<file path="config.mk">
export PLATFORM = sky130hd
export DESIGN_NAME = intr_target_mask
export DESIGN_NICKNAME = d
export VERILOG_FILES = /design/src/rtl/idm_pkg.sv /design/src/rtl/idm_ldr_src.sv /design/src/rtl/idm_lane.sv /design/src/rtl/intr_target_mask.sv
export SDC_FILE = /design/constraint.sdc
export NUM_CORES = 1
export LEC_CHECK = 0
export BUFFER_PORTS_ARGS = -buffer_cell sky130_fd_sc_hd__clkbuf_2
export CORE_MARGIN = 2
export CORE_UTILIZATION = 44
export CTS_BUF_LIST = sky130_fd_sc_hd__clkbuf_16
export CTS_CLUSTER_DIAMETER = 80
export DETAILED_ROUTE_END_ITERATION = 6
export GPL_TIMING_DRIVEN = 0
export PLACE_DENSITY = 0.81
export SLEW_MARGIN = 25
export SYNTH_ARGS = -nofsm -noshare
export SYNTH_HDL_FRONTEND = slang
export SYNTH_HIERARCHICAL = 1
export SYNTH_SLANG_ARGS = --single-unit
</file>
<file path="constraint.sdc">
create_clock -name clk -period 2.3 [get_ports clk]
set_input_delay 0.69 -clock clk [delete_from_list [all_inputs] [get_ports clk]]
set_output_delay 0.69 -clock clk [all_outputs]
set_load 0.02 [all_outputs]
</file>
<file path="src/rtl/idm_pkg.sv">
package idm_pkg;

  localparam int DEST_W  = 32;
  localparam int FMT_W   = 4;
  localparam int SHORT_W = 8;
  localparam int HALF_W  = DEST_W / 2;

  localparam logic [FMT_W-1:0] FMT_CODE_FLAT    = 4'hF;
  localparam logic [FMT_W-1:0] FMT_CODE_CLUSTER = 4'h0;

  typedef enum logic [1:0] {
    MODEL_FLAT,
    MODEL_CLUSTER,
    MODEL_BAD
  } model_e;

  typedef struct packed {
    logic [DEST_W-1:0] dest;
    logic              logical;
    logic              ext;
    logic              bcast;
  } req_t;

  function automatic model_e decode_model(input logic [FMT_W-1:0] code);
    if (code == FMT_CODE_FLAT)         return MODEL_FLAT;
    else if (code == FMT_CODE_CLUSTER) return MODEL_CLUSTER;
    else                               return MODEL_BAD;
  endfunction

endpackage

</file>
<file path="src/rtl/idm_ldr_src.sv">
module idm_ldr_src
  import idm_pkg::*;
(
  input  logic              cpu_ext,
  input  logic [DEST_W-1:0] cpu_id,
  input  logic [DEST_W-1:0] cpu_ldr,
  output logic [DEST_W-1:0] eff_ldr
);

  logic [HALF_W-1:0] member_onehot;
  logic [DEST_W-1:0] derived;

  always_comb begin
    member_onehot = '0;
    member_onehot[cpu_id[3:0]] = 1'b1;
    derived = {cpu_id[19:4], member_onehot};
    eff_ldr = cpu_ext ? derived : cpu_ldr;
  end

endmodule

</file>
<file path="src/rtl/idm_lane.sv">
module idm_lane
  import idm_pkg::*;
(
  input  req_t              req,
  input  logic              active,
  input  logic [DEST_W-1:0] id,
  input  logic [DEST_W-1:0] eff_ldr,
  input  logic [FMT_W-1:0]  fmt,
  input  logic              cpu_ext,
  output logic              hit
);

  model_e            model;
  logic              phys_hit;
  logic              flat_hit;
  logic              clus_hit;
  logic              log_hit;
  logic [HALF_W-1:0] req_cl, req_mem, cpu_cl, cpu_mem;

  always_comb begin
    model    = decode_model(fmt);
    phys_hit = req.ext ? (id == req.dest)
                       : (id[SHORT_W-1:0] == req.dest[SHORT_W-1:0]);
    flat_hit = |(req.dest[SHORT_W-1:0] & eff_ldr[DEST_W-1 -: SHORT_W]);

    req_cl  = req.ext ? req.dest[DEST_W-1:HALF_W] : {12'b0, req.dest[7:4]};
    req_mem = req.ext ? req.dest[HALF_W-1:0]      : {12'b0, req.dest[3:0]};
    cpu_cl  = cpu_ext ? eff_ldr[DEST_W-1:HALF_W]  : {12'b0, eff_ldr[31:28]};
    cpu_mem = cpu_ext ? eff_ldr[HALF_W-1:0]       : {12'b0, eff_ldr[27:24]};
    clus_hit = (req_cl == cpu_cl) && (|(req_mem & cpu_mem));

    unique case (model)
      MODEL_FLAT:    log_hit = flat_hit;
      MODEL_CLUSTER: log_hit = clus_hit;
      default:       log_hit = 1'b0;
    endcase

    hit = active && (req.bcast || (req.logical ? log_hit : phys_hit));
  end

  always_comb begin
    if (req.logical && !req.bcast && (fmt != FMT_CODE_FLAT) && (fmt != FMT_CODE_CLUSTER))
      AST_BAD_FMT_NO_HIT: assert (!hit);
  end

endmodule

</file>
<file path="src/rtl/intr_target_mask.sv">
module intr_target_mask
  import idm_pkg::*;
#(
  parameter int NCPU = 4
) (
  input  logic                   clk,
  input  logic                   rst,
  input  logic                   req_valid,
  input  logic [DEST_W-1:0]      req_dest,
  input  logic                   req_logical,
  input  logic                   req_ext,
  input  logic [NCPU-1:0]        cpu_active,
  input  logic [NCPU*DEST_W-1:0] cpu_id,
  input  logic [NCPU*DEST_W-1:0] cpu_ldr,
  input  logic [NCPU*FMT_W-1:0]  cpu_fmt,
  input  logic [NCPU-1:0]        cpu_ext,
  output logic                   out_valid,
  output logic [NCPU-1:0]        out_mask
);

  req_t            req;
  logic [NCPU-1:0] hits;

  always_comb begin
    req.dest    = req_dest;
    req.logical = req_logical;
    req.ext     = req_ext;
    req.bcast   = req_ext ? (req_dest == {DEST_W{1'b1}})
                          : (req_dest[SHORT_W-1:0] == {SHORT_W{1'b1}});
  end

  for (genvar g = 0; g < NCPU; g++) begin : g_cpu
    logic [DEST_W-1:0] eff_ldr;

    idm_ldr_src u_ldr (
      .cpu_ext (cpu_ext[g]),
      .cpu_id  (cpu_id[g*DEST_W +: DEST_W]),
      .cpu_ldr (cpu_ldr[g*DEST_W +: DEST_W]),
      .eff_ldr (eff_ldr)
    );

    idm_lane u_lane (
      .req     (req),
      .active  (cpu_active[g]),
      .id      (cpu_id[g*DEST_W +: DEST_W]),
      .eff_ldr (eff_ldr),
      .fmt     (cpu_fmt[g*FMT_W +: FMT_W]),
      .cpu_ext (cpu_ext[g]),
      .hit     (hits[g])
    );
  end

  always_ff @(posedge clk) begin
    if (rst) begin
      out_valid <= 1'b0;
      out_mask  <= '0;
    end else begin
      out_valid <= req_valid;
      out_mask  <= req_valid ? hits : '0;
    end
  end

  AST_VALID_NEXT: assert property (@(posedge clk) disable iff (rst)
    req_valid |=> out_valid);
  AST_IDLE_ZERO: assert property (@(posedge clk) disable iff (rst)
    !out_valid |-> (out_mask == '0));
  AST_INACTIVE_OFF: assert property (@(posedge clk) disable iff (rst)
    req_valid |=> ((out_mask & ~$past(cpu_active)) == '0));
  AST_BCAST_ALL: assert property (@(posedge clk) disable iff (rst)
    (req_valid && req.bcast) |=> (out_mask == $past(cpu_active)));

endmodule

</file>
== Word level (Yosys, flattened, before mapping) ==
Index checks and enable logic that the tools add are counted.

* Word-level logic and storage cells: 117
* Flip-flop bits (word level): 5
* Output and inout bits: 5
* Input port bits: 317

* Equal/unequal tests: 22
* Muxes and demuxes: 43
* Bitwise operators: 9
* Reduce and logical (&&, ||, !) cells: 33
* $lt $le $gt $ge: 8

{| class="wikitable"
|+ Operators with widths
! operator !! count
|-
| $mux 16 || 10
|-
| $eq 32x32->1 || 4
|-
| $mux 32 || 4
|-
| $and 16x16->16 || 4
|-
| $eq 16x16->1 || 4
|-
| $reduce_or 16->1 || 4
|-
| $and 8x8->8 || 4
|-
| $eq 32x32->1 const B || 1
|-
| $eq 8x8->1 || 4
|-
| $reduce_or 8->1 || 4
|-
| $lt 4x5->1 const B || 4
|-
| $demux 1 s4 || 4
|-
| $eq 4x4->1 const B || 4
|-
| $ge 4x1->1 const B || 4
|-
| $logic_not 4->1 || 4
|-
| $mux 2 || 8
|-
| $mux 1 || 13
|-
| $logic_and 1x1->1 || 12
|-
| $eq 2x1->1 const B || 4
|-
| $eq 8x8->1 const B || 1
|-
| $logic_not 2->1 || 4
|-
| $pmux 1 s2 || 4
|-
| $logic_or 1x1->1 || 4
|-
| $reduce_or 2->1 || 1
|-
| $not 1->1 || 1
|}

== Depth between registers and ports, before layout ==
Gate-level depths: netlist of run 1.

* Depth in word-level cells: 13
* Mapped depth: 10
* Gate-level depth less buffers: 8

== Modules after synthesis ==
Netlist of run 1, hierarchy kept.

{| class="wikitable"
|+ By module, submodules not included
! module !! sequential area each (sq um) !! cells an instance !! area each (sq um) !! times used
|-
| idm_lane || 0.0 || 131 || 974.7 || 4
|-
| idm_ldr_src || 0.0 || 60 || 571.8 || 4
|-
| intr_target_mask || 100.1 || 21 || 207.7 || 1
|}

== Worst setup path after synthesis of run 1 ==
Ideal clock, no wire load.

* Path kind: input to register
* Start point: input req_dest[28]
* End point: register out_mask[0]
* Stages: 8
* Setup time: 0.059 ns
* Setup slack: -0.024 ns
* Arrival time: 2.265 ns
* Required time: 2.241 ns
* Buffers on the path: 0
* Path through: nand4_1 or4_1 o31a_1 nor3_2 nand3b_1 o221ai_1 o31ai_1 and2_1

{| class="wikitable"
|+ RTL lines
! element !! line !! source
|-
| start, declared || intr_target_mask.sv:9 || <nowiki>input logic [DEST_W-1:0] req_dest,</nowiki>
|-
| end signal, assigned || intr_target_mask.sv:59 || <nowiki>out_mask <= req_valid ? hits : '0;</nowiki>
|-
| end, declared || intr_target_mask.sv:18 || <nowiki>output logic [NCPU-1:0] out_mask</nowiki>
|}

== Worst setup path in the final report of run 1 ==
* Start point: input cpu_ext[3]
* End point: register out_mask[3]

* Elaborated cells on any way between the ends: 13
* Classes of those cells: eq/ne: 1; mux: 5; bitwise: 2; reduce/logical: 5

{| class="wikitable"
|+ RTL lines
! element !! line !! source
|-
| start, declared || intr_target_mask.sv:16 || <nowiki>input logic [NCPU-1:0] cpu_ext,</nowiki>
|-
| $mux 32 * || idm_ldr_src.sv:17 || <nowiki>eff_ldr = cpu_ext ? derived : cpu_ldr;</nowiki>
|-
| via g_cpu[3].eff_ldr[31] || intr_target_mask.sv:33 || <nowiki>logic [DEST_W-1:0] eff_ldr;</nowiki>
|-
| $mux 16 || idm_lane.sv:28 || <nowiki>cpu_cl = cpu_ext ? eff_ldr[DEST_W-1:HALF_W] : {12'b0, eff_ldr[31:28]};</nowiki>
|-
| $eq 16x16->1 || idm_lane.sv:30 || <nowiki>clus_hit = (req_cl == cpu_cl) && (|(req_mem & cpu_mem));</nowiki>
|-
| $logic_and 1x1->1 || idm_lane.sv:30 ||
|-
| $pmux 1 s2 * || idm_lane.sv:32 || <nowiki>unique case (model)</nowiki>
|-
| $mux 1 * || idm_lane.sv:38 || <nowiki>hit = active && (req.bcast || (req.logical ? log_hit : phys_hit));</nowiki>
|-
| $logic_or 1x1->1 * || idm_lane.sv:38 ||
|-
| $logic_and 1x1->1 * || idm_lane.sv:38 ||
|-
| via hits[3] || intr_target_mask.sv:22 || <nowiki>logic [NCPU-1:0] hits;</nowiki>
|}

The timed path passes the listed nets; every way through them passes the cells marked *.
A chain may end at the register's enable or synchronous reset.

==> results_dict.tcl, run 1 <==
set metrics [dict create \
    clock_transition_at_path_regs_ns 0.04 \
    hpwl_um 21600 \
    gr-usage-met3 0.0782 \
    vdd_drop_max_mv 0.210 \
    drt-total-wl_um 30400 \
    yosys_cell_types 44 \
    final-instance-count-excl-fill 1320 \
    outcome "finished with violations" \
    setup.worst_path.start "cpu_ext[3]" \
    share_of_final_layout_standard_cells_stronger_than_drive_strength_1 0.438 \
    floorplan.die.height_um 125 \
    detailedRoute.firstPassIterationCount 6 \
    globalplace.congestion 0.960 \
    filler_cell_count 1208 \
    slew_headroom 0.517 \
    cp_slowest_cell "mux2_2" \
    antenna_violations_before_repair 1 \
    max-cap-violations 0 \
    yosys_warnings 6 \
    slew_violations 0 \
    ctsHtreeMaxLevel 1 \
    globalRouteMet1Util 0.443 \
    synthCells 785 \
    timing.hold.worst.class "input port to flop" \
    die-width_um 125 \
    final_min_period_over_clock_period 1.09 \
    internal_power_mw 1.20 \
    yosys.area.top_type_share 0.132 \
    synth_top_cells_by_count "xor2_1, xnor2_1, nor2b_1" \
    pre_cts_ws_ns -0.971 \
    critPathLaunchType "input port" \
    timing.hold.worst.start "rst" \
    grt_util_all_layers 0.367 \
    port_buffers 317 \
    antenna_violating_nets_post_route 0 \
    rows 44 \
    cts_made_buffers 3 \
    power_switching_share 0.454 \
    finalWorstPathRequiredPeriod_ns 2.51 \
    grt_setup_unrepaired "yes" \
    postSynthAreaPerCell_um2 8.14 \
    tritoncts_num_sinks 5 \
    worst-endpoint-arrival_ns 2.68 \
    syn-cell-area_um2 6390 \
    p_switching_uw 998 \
    p_clk_frac 0.131 \
    finalSetupViolCount 4 \
    initial_utilization 0.445 \
    power_frac_seq 0.040 \
    critPathMaxStageDelay_ns 0.41 \
    grt_util_met2 0.603 \
    flops_latches_synth 5 \
    cts_tree "done" \
    drcViolationCount 0 \
    synthMostInstantiatedCell "xor2_1" \
    floorplan.core_area_um2 14400 \
    timing.critical_path.cells "buf_4, mux2_2, mux2i_1, xor2_1, nor4_1, nand4_1, o31ai_2, and2_1" \
    final_util 0.629 \
    num_io_pins 322 \
    timing.critical_path.required_ns 2.47 \
    timing.fmax_mhz 399 \
    tightest_slew_ns 0.724 \
    ctsLongestPathBuffers 2 \
    power_frac_comb 0.828 \
    fin_nets 1454 \
    failed_checks "setup timing" \
    first_global_vias 8160 \
    powerDensity_nw_per_um2 243 \
    gr-total-overflow 0 \
    diodes 0 \
    dp.cells 1286 \
    postSynth.topFlopCell "dfxtp_1" \
    drt_first_iter_violations 1046 \
    area_occupied_by_multi_input_gates_um2 6060 \
    avgViaCountPerCell 6.39 \
    netlist_top_cells_area "mux2_4, xor2_1, xnor2_1" \
    synth_area_leader_cell "mux2_4" \
    synth_enable_flop_cells 0 \
    timing_hold_violations_final 0 \
    final_critical_path_setup_slack_ns -0.207 \
    worst_setup_path_end_kind "flop" \
    grt_first_pass_wirelength_um 45100 \
    cell_leakage_power_nw 4.34 \
    critPathKind "input port to flop" \
    detailroute.via_count 8436 \
    drt-wirelength-per-cell_um 23.0 \
    syn_nets 1102 \
    gr-max-usage-layer "met2" \
    synthToLayoutAreaGrowth_pct 41.3 \
    worstPathMaxFanout 10 \
    synth_seq_area_share 0.0157 \
    pin_count_of_the_biggest_net_entering_global_routing 18 \
    cts-root-buf "clkbuf_16" \
    postSynth.asyncResetShare 0 \
    die_area_um2 15500 \
    area.sequential_um2 100 \
]
==> cell type report <==
| type | instances | share of cell area |
|---|---|---|
| Buffer | 36 | 0.0410 |
| Timing Repair Buffer | 347 | 0.234 |
| Inverter | 20 | 0.00831 |
| Clock buffer | 3 | 0.00831 |
| Clock inverter | 1 | 0.000415 |
| Tap cell | 184 | 0.0255 |
| Sequential cell | 5 | 0.0111 |
| Multi-Input combinational cell | 724 | 0.671 |
==> through the flow <==
stage / power, mW / cell area (um^2) / setup TNS [ns] / hold slack, ns
after global routing: 2.31 / 9030 / -0.682 / 0.714
after floorplan: 1.05 / 6440 / 0 / 0.791
after detailed placement: 1.73 / 8260 / -3.72 / 0.934
after CTS: 2.11 / 8850 / -0.281 / 0.694
final: 2.20 / 9030 / -0.447 / 0.702
after global placement: 1.71 / 8260 / -3.64 / 0.923
==> sequential cells by signal, indices dropped and copies added, names as in the netlist <==
register,cells
out_mask,4
out_valid,1
==> timing repair <==
| action | in CTS | in global routing |
|---|---|---|
| hold buffers | 0 | 0 |
| endpoints found under the setup margin | 4 | 4 |
| pin swaps | 7 | 14 |
| resized for setup | 60 | 22 |
| cloned | 0 | 0 |
| buffers inserted | 19 | 11 |
==> kinds of logic after synthesis <==
| kind of cell | synth area share |
|---|---|
| compound gates | 0.250 |
| flops | 0.0157 |
| simple gates | 0.233 |
| mux | 0.204 |
| buf+inv | 0.0626 |
| xor+xnor | 0.235 |
==> cells in the final DEF (no fill, tap or decap), types with 7 or more instances in the layout <==
master     count
clkbuf_16     17
and2b_1       16
nor2_1         8
mux2i_1       28
a31o_2         8
mux2_4        57
clkbuf_2     301
a22o_1        16
a31o_1        28
a41o_1        24
o21ai_0       39
buf_6         14
nand3_1       16
a22oi_1       16
xnor2_1       76
nand4_1       36
nor4bb_1      12
xor2_1        88
mux2_2         7
a221oi_1      11
nor4_1        21
o22ai_1        8
nor2b_1       61
buf_4         36
inv_1         21
a31oi_1       12
nand2_1       55
buf_2          8
==> routing by layer <==
layer | wire length [um] | share of wire
met5 | 28 | 0.00092
met4 | 1930 | 0.064
met3 | 3250 | 0.11
met2 | 13700 | 0.45
met1 | 11400 | 0.38
==> worst max-delay path: cells and delay by family <==
| kind | cells | cell delay, ns |
|---|---|---|
| AND/OR/NAND/NOR | 3 | 0.74 |
| AO/OA/AOI/OAI | 1 | 0.25 |
| XOR/XNOR | 1 | 0.12 |
| multiplexers | 2 | 0.70 |
| buffers and inverters | 1 | 0.17 |
==> power groups by stage <==
stage	logic, mW	registers [mW]	clock network (mW)
finish	1.82	0.0886	0.289
global route	1.93	0.0886	0.298
CTS	1.73	0.0886	0.291
detailed placement	1.64	0.0898	0
global placement	1.62	0.0898	0
floorplan	0.964	0.0912	0
==> path summary, 6_finish.rpt <==
kind | end | slack (ns) | cells after the start
setup / recovery | out_mask[3] | -0.21 | 8
hold / removal | out_valid | 0.70 | 2
Power figures use the tool's default switching activity.
==> run 2, diff against run 1 <==
- TNS_END_PERCENT: unset -> 1
==> run 2 against run 1 <==
Against the previous run: the run ends with DRC, setup timing left; non-clock buffer count shrank 4; critical path depth rose by 1; first-iteration DRC count down 11%; hold slack worse by 0.023 ns; clock power fell by 3%; critical path type unchanged.
==> results_dict.tcl, run 2 (synthesis gave the netlist of run 1 again) <==
set metrics [dict create \
    outcome "finished with violations" \
    failed_checks "DRC, setup timing" \
    vdd_drop_max_mv 0.178 \
    largest_reg_flops 4 \
    die-width_um 125 \
    avgViaCountPerCell 6.46 \
    clock_transition_at_path_regs_ns 0.03 \
    worst_setup_path_end_kind "flop" \
    cell_leakage_power_nw 4.32 \
    worstPathMaxFanout 8 \
    cts-root-buf "clkbuf_16" \
    cts_tree "done" \
    critPathMaxStageDelay_ns 0.27 \
    cts.hold.buffers_added 0 \
    cp_top_family "compound AO/OA/AOI/OAI gates" \
    placed_cell_area_um2 8240 \
    drt_first_iter_violations 930 \
    critical_path_buf_inv_count 1 \
    initial_utilization 0.445 \
    ctsLongestPathBuffers 2 \
    detailedRoute.firstPassIterationCount 7 \
    drcViolationCount 2 \
    timing.critical_path.cells "clkbuf_2, and2b_1, a31o_1, a22o_1, a221oi_1, nand3_1, a21oi_2, o31ai_4, and2_1" \
    final_critical_path_setup_slack_ns -0.135 \
    antenna_violating_nets_post_route 0 \
    share_of_final_layout_standard_cells_stronger_than_drive_strength_1 0.428 \
    final_area_um2 8960 \
    rows 44 \
    ctsHtreeMaxLevel 1 \
    worst-endpoint-arrival_ns 2.55 \
    fin_total_pwr_mw 2.20 \
    timing_hold_violations_final 0 \
    num_io_pins 322 \
    max-cap-violations 0 \
    critical_path_depth 9 \
    most-common-layout-cells "clkbuf_2, xor2_1, xnor2_1, nor2b_1" \
    detailroute.via_count 8505 \
    finalWorstPathRequiredPeriod_ns 2.44 \
    floorplan.die.height_um 125 \
    globalplace.congestion 0.950 \
    mostFrequentLayoutCell "clkbuf_2" \
    tightest_slew_ns 0.713 \
    antenna_violations_before_repair 0 \
    hpwl_um 22700 \
    synthToLayoutAreaGrowth_pct 40.2 \
    first_global_vias 8595 \
    drt-total-wl_um 31600 \
    pin_count_of_the_biggest_net_entering_global_routing 18 \
    timing.hold.worst.class "input port to flop" \
    critPathLaunchType "input port" \
    register_with_the_highest_flop_count "out_mask" \
    endpoint "out_mask[2]" \
    cts_made_buffers 3 \
    setup.worst_path.start "cpu_id[65]" \
    floorplan.core_area_um2 14400 \
    gr-total-overflow 0 \
    fin_nets 1450 \
    final_min_period_over_clock_period 1.06 \
    finalSetupViolCount 4 \
    port_buffers 317 \
    tritoncts_num_sinks 5 \
    grt_setup_unrepaired "yes" \
    biggestRegsByFlops "out_mask: 4 flops, out_valid: 1 flops" \
    die_area_um2 15500 \
    timing.critical_path.required_ns 2.42 \
    powerDensity_nw_per_um2 245 \
    drt-wirelength-per-cell_um 24.0 \
    cp_slowest_cell "and2b_1" \
    slew_violations 0 \
    slew_headroom 0.524 \
    timing.fmax_mhz 411 \
    critPathKind "input port to flop" \
    grt_util_all_layers 0.385 \
    grt_first_pass_wirelength_um 47200 \
]
[run 2: changes by cell type in the layout (fill, tap and decap cells not counted), sizes merged]
cell and change:
buf -4, diode +1
[run 2: layer usage]
metal  share of wire  vias to the layer above  global-route usage
met3            0.12                      183              0.0777
met2            0.46                      687               0.644
met5               0                        -                   0
met1            0.35                     3913               0.436
li1                -                     3722                   -
met4           0.073                        0               0.270
[run 2: worst min path at each step]
stage	to	slack, ns	from	cells past startpoint
final	out_valid	0.68	rst	2
after global routing	out_valid	0.70	rst	2
after CTS	out_valid	0.68	rst	2
after detailed placement	out_valid	0.91	rst	2
after global placement	out_valid	0.90	rst	2
after floorplan	out_valid	0.79	rst	1
[run 2: layout make-up]
| cell class | instances | area (um^2) |
|---|---|---|
| Antenna cell | 1 | 2.50 |
| Buffer | 36 | 353 |
| Multi-Input combinational cell | 724 | 6010 |
| Tap cell | 184 | 230 |
| Clock buffer | 3 | 75.1 |
| Clock inverter | 1 | 3.75 |
| Sequential cell | 5 | 100 |
| Inverter | 20 | 75.1 |
| Fill cell | 1252 | 5400 |
| Timing Repair Buffer | 343 | 2110 |
[run 2: repair_timing]
item / 4_1_cts / 5_1_grt
setup buffers: 25 / 1
gates resized for setup: 70 / 3
endpoints found under the setup margin: 4 / 4
pin swaps: 10 / 4
[run 2: report_power, final]
part	total (mW)	switching, mW	internal (mW)
clock	0.281	0.0559	0.225
combinational	1.83	0.946	0.880
sequential	0.0886	0.000239	0.0883
total	2.20	1.00	1.19
[run 2: through the flow]
stage | instances | utilization | setup slack [ns] | setup TNS (ns) | hold WS, ns
after CTS | 1315 | 0.622 | -0.107 | -0.349 | 0.675
after global routing | 1316 | 0.624 | -0.194 | -0.757 | 0.698
after detailed placement | 1286 | 0.573 | -1.09 | -3.98 | 0.910
after floorplan | 785 | - | -0.000875 | -0.00263 | 0.791
final | 1317 | 0.624 | -0.135 | -0.506 | 0.679
after global placement | 1286 | 0.573 | -1.06 | -3.90 | 0.899
==> run 3, diff against run 2 <==
- CORE_MARGIN: 2 -> 3
- CTS_CLUSTER_SIZE: unset -> 14
==> run 3 against run 2 <==
Against the previous run: the flow finishes with violations (setup timing); clock power hardly changed; cell count is 0.15% lower; global-route usage down 3.0 points; first-iteration DRC count decreased by 18%; critical path type unchanged; count of clock-buffer cells in the layout unchanged; hold slack improved by 0.045 ns; non-clock buffer count grew 3; core utilization up 2.1 points; sequential cell count unchanged; via count down 0.85%; sequential share of layout area about the same; largest cell class unchanged; combinational power hardly changed.
==> results_dict.tcl, run 3 (synthesis gave the netlist of run 1 again) <==
set metrics [dict create \
    wl_met3_um 3780 \
    gr-total-overflow 0 \
    p_clk_frac 0.130 \
    timing.fmax_mhz 409 \
    tritoncts_num_sinks 5 \
    ctsLongestPathBuffers 2 \
    critPathLaunchType "input port" \
    cts-root-buf "clkbuf_16" \
    avgViaCountPerCell 6.41 \
    biggestRegsByFlops "out_mask: 4 flops, out_valid: 1 flops" \
    worst-endpoint-arrival_ns 2.62 \
    timing.hold.worst.class "input port to flop" \
    failed_checks "setup timing" \
    num_io_pins 322 \
    worstPathMaxFanout 10 \
    internal_power_mw 1.20 \
    ctsHtreeMaxLevel 1 \
    critPathKind "input port to flop" \
    antenna_violations_before_repair 0 \
    die-width_um 127 \
    final_min_period_over_clock_period 1.06 \
    die_area_um2 16000 \
    floorplan.die.height_um 127 \
    met2_length_um 14200 \
    outcome "finished with violations" \
    diodes 0 \
    slew_headroom 0.555 \
    detail_route.wirelength.met1_um 11300 \
    first_global_vias 8009 \
    cell_leakage_power_nw 4.36 \
    grt_util_all_layers 0.355 \
    cp_top_family "compound AO/OA/AOI/OAI gates" \
    drcViolationCount 0 \
    power_frac_seq 0.040 \
    drt_first_iter_violations 758 \
    final_area_um2 9060 \
    pin_count_of_the_biggest_net_entering_global_routing 18 \
    rows 43 \
    finalSetupViolCount 4 \
    port_buffers 317 \
    cp_slowest_cell "o31ai_4" \
    hpwl_um 22000 \
    clock_transition_at_path_regs_ns 0.03 \
    cts_made_buffers 3 \
    detailedRoute.firstPassIterationCount 6 \
    final_util 0.645 \
    tightest_slew_ns 0.668 \
    most-common-layout-cells "clkbuf_2, xor2_1, xnor2_1, nor2b_1, mux2_4" \
    grt_setup_unrepaired "yes" \
    power_frac_comb 0.830 \
    detailroute.via_count 8433 \
    drt-total-wl_um 31000 \
    mostFrequentLayoutCell "clkbuf_2" \
    register_with_the_highest_flop_count "out_mask" \
    pre_cts_ws_ns -0.978 \
    cts_tree "done" \
    critical_path_buf_inv_count 3 \
    powerDensity_nw_per_um2 242 \
    finalWorstPathRequiredPeriod_ns 2.44 \
    initial_utilization 0.455 \
    share_of_final_layout_standard_cells_stronger_than_drive_strength_1 0.439 \
    fin_nets 1453 \
    critPathMaxStageDelay_ns 0.36 \
    vdd_drop_max_mv 0.206 \
    grt_first_pass_wirelength_um 44900 \
    cts.hold.buffers_added 0 \
    placed_cell_area_um2 8230 \
    power_switching_share 0.451 \
    floorplan.core_area_um2 14000 \
    top_layer_used "met4" \
    timing.critical_path.cells "buf_6, buf_12, mux2_4, buf_4, xnor2_1, a31oi_1, o21ai_0, o2111ai_1, o31ai_4, and2_4" \
    antenna_violating_nets_post_route 0 \
    final_critical_path_setup_slack_ns -0.144 \
    timing.critical_path.required_ns 2.47 \
    hold_ws_ns 0.724 \
    worst_setup_path_end_kind "flop" \
    synthToLayoutAreaGrowth_pct 41.7 \
    p_switching_uw 988 \
    slew_violations 0 \
    max-cap-violations 0 \
    timing_hold_violations_final 0 \
    globalplace.congestion 0.968 \
    largest_reg_flops 4 \
    drt-wirelength-per-cell_um 23.6 \
]
-- run 3: changes by cell type in the layout (fill, tap and decap cells not counted), moves of 3 or more --
cell,before,now
buf_8,5,2
buf_4,32,35
a221oi_1,12,9
buf_12,1,4
a22oi_1,20,17
a22oi_2,0,3
a221oi_2,0,3
-- run 3: worst paths after layout --
kind | start | slack [ns] | end | cells past startpoint
max | cpu_ext[1] | -0.14 | out_mask[1] | 10
min | rst | 0.72 | out_valid | 2
-- run 3: through the flow --
step / power, mW / setup TNS, ns / std cells
2_1_floorplan: 1.05 / -0.00263 / 785
3_3_place_gp: 1.70 / -3.55 / 1282
3_5_place_dp: 1.72 / -3.65 / 1282
4_1_cts: 2.11 / -0.321 / 1306
5_1_grt: 2.31 / -0.554 / 1315
6_report: 2.19 / -0.416 / 1315
-- run 3: area by class of cell --
cell class                      count  area (um^2)
Buffer                             36          368
Tap cell                          180          225
Clock inverter                      1         3.75
Fill cell                        1223         4980
Timing Repair Buffer              346         2130
Clock buffer                        3         75.1
Sequential cell                     5          100
Multi-Input combinational cell    724         6080
Inverter                           20         75.1
-- run 3: what timing repair did --
action | in CTS | in global routing
resized for setup | 63 | 27
cloned | 0 | 0
setup buffers | 20 | 9
pin swaps | 9 | 10
endpoints found under the setup margin | 4 | 4
-- run 3: per-layer routing --
layer	vias to the layer above	track usage
met5	-	0
met4	0	0.168
met3	140	0.0585
met2	697	0.597
met1	3863	0.441
li1	3733	-
-- run 3: power groups by stage --
stage / clock (mW) / sequential, mW / combinational (mW)
final: 0.284 / 0.0886 / 1.82
after global routing: 0.292 / 0.0885 / 1.93
after CTS: 0.285 / 0.0886 / 1.74
after detailed placement: 0 / 0.0898 / 1.63
after global placement: 0 / 0.0897 / 1.61
after floorplan: 0 / 0.0912 / 0.961
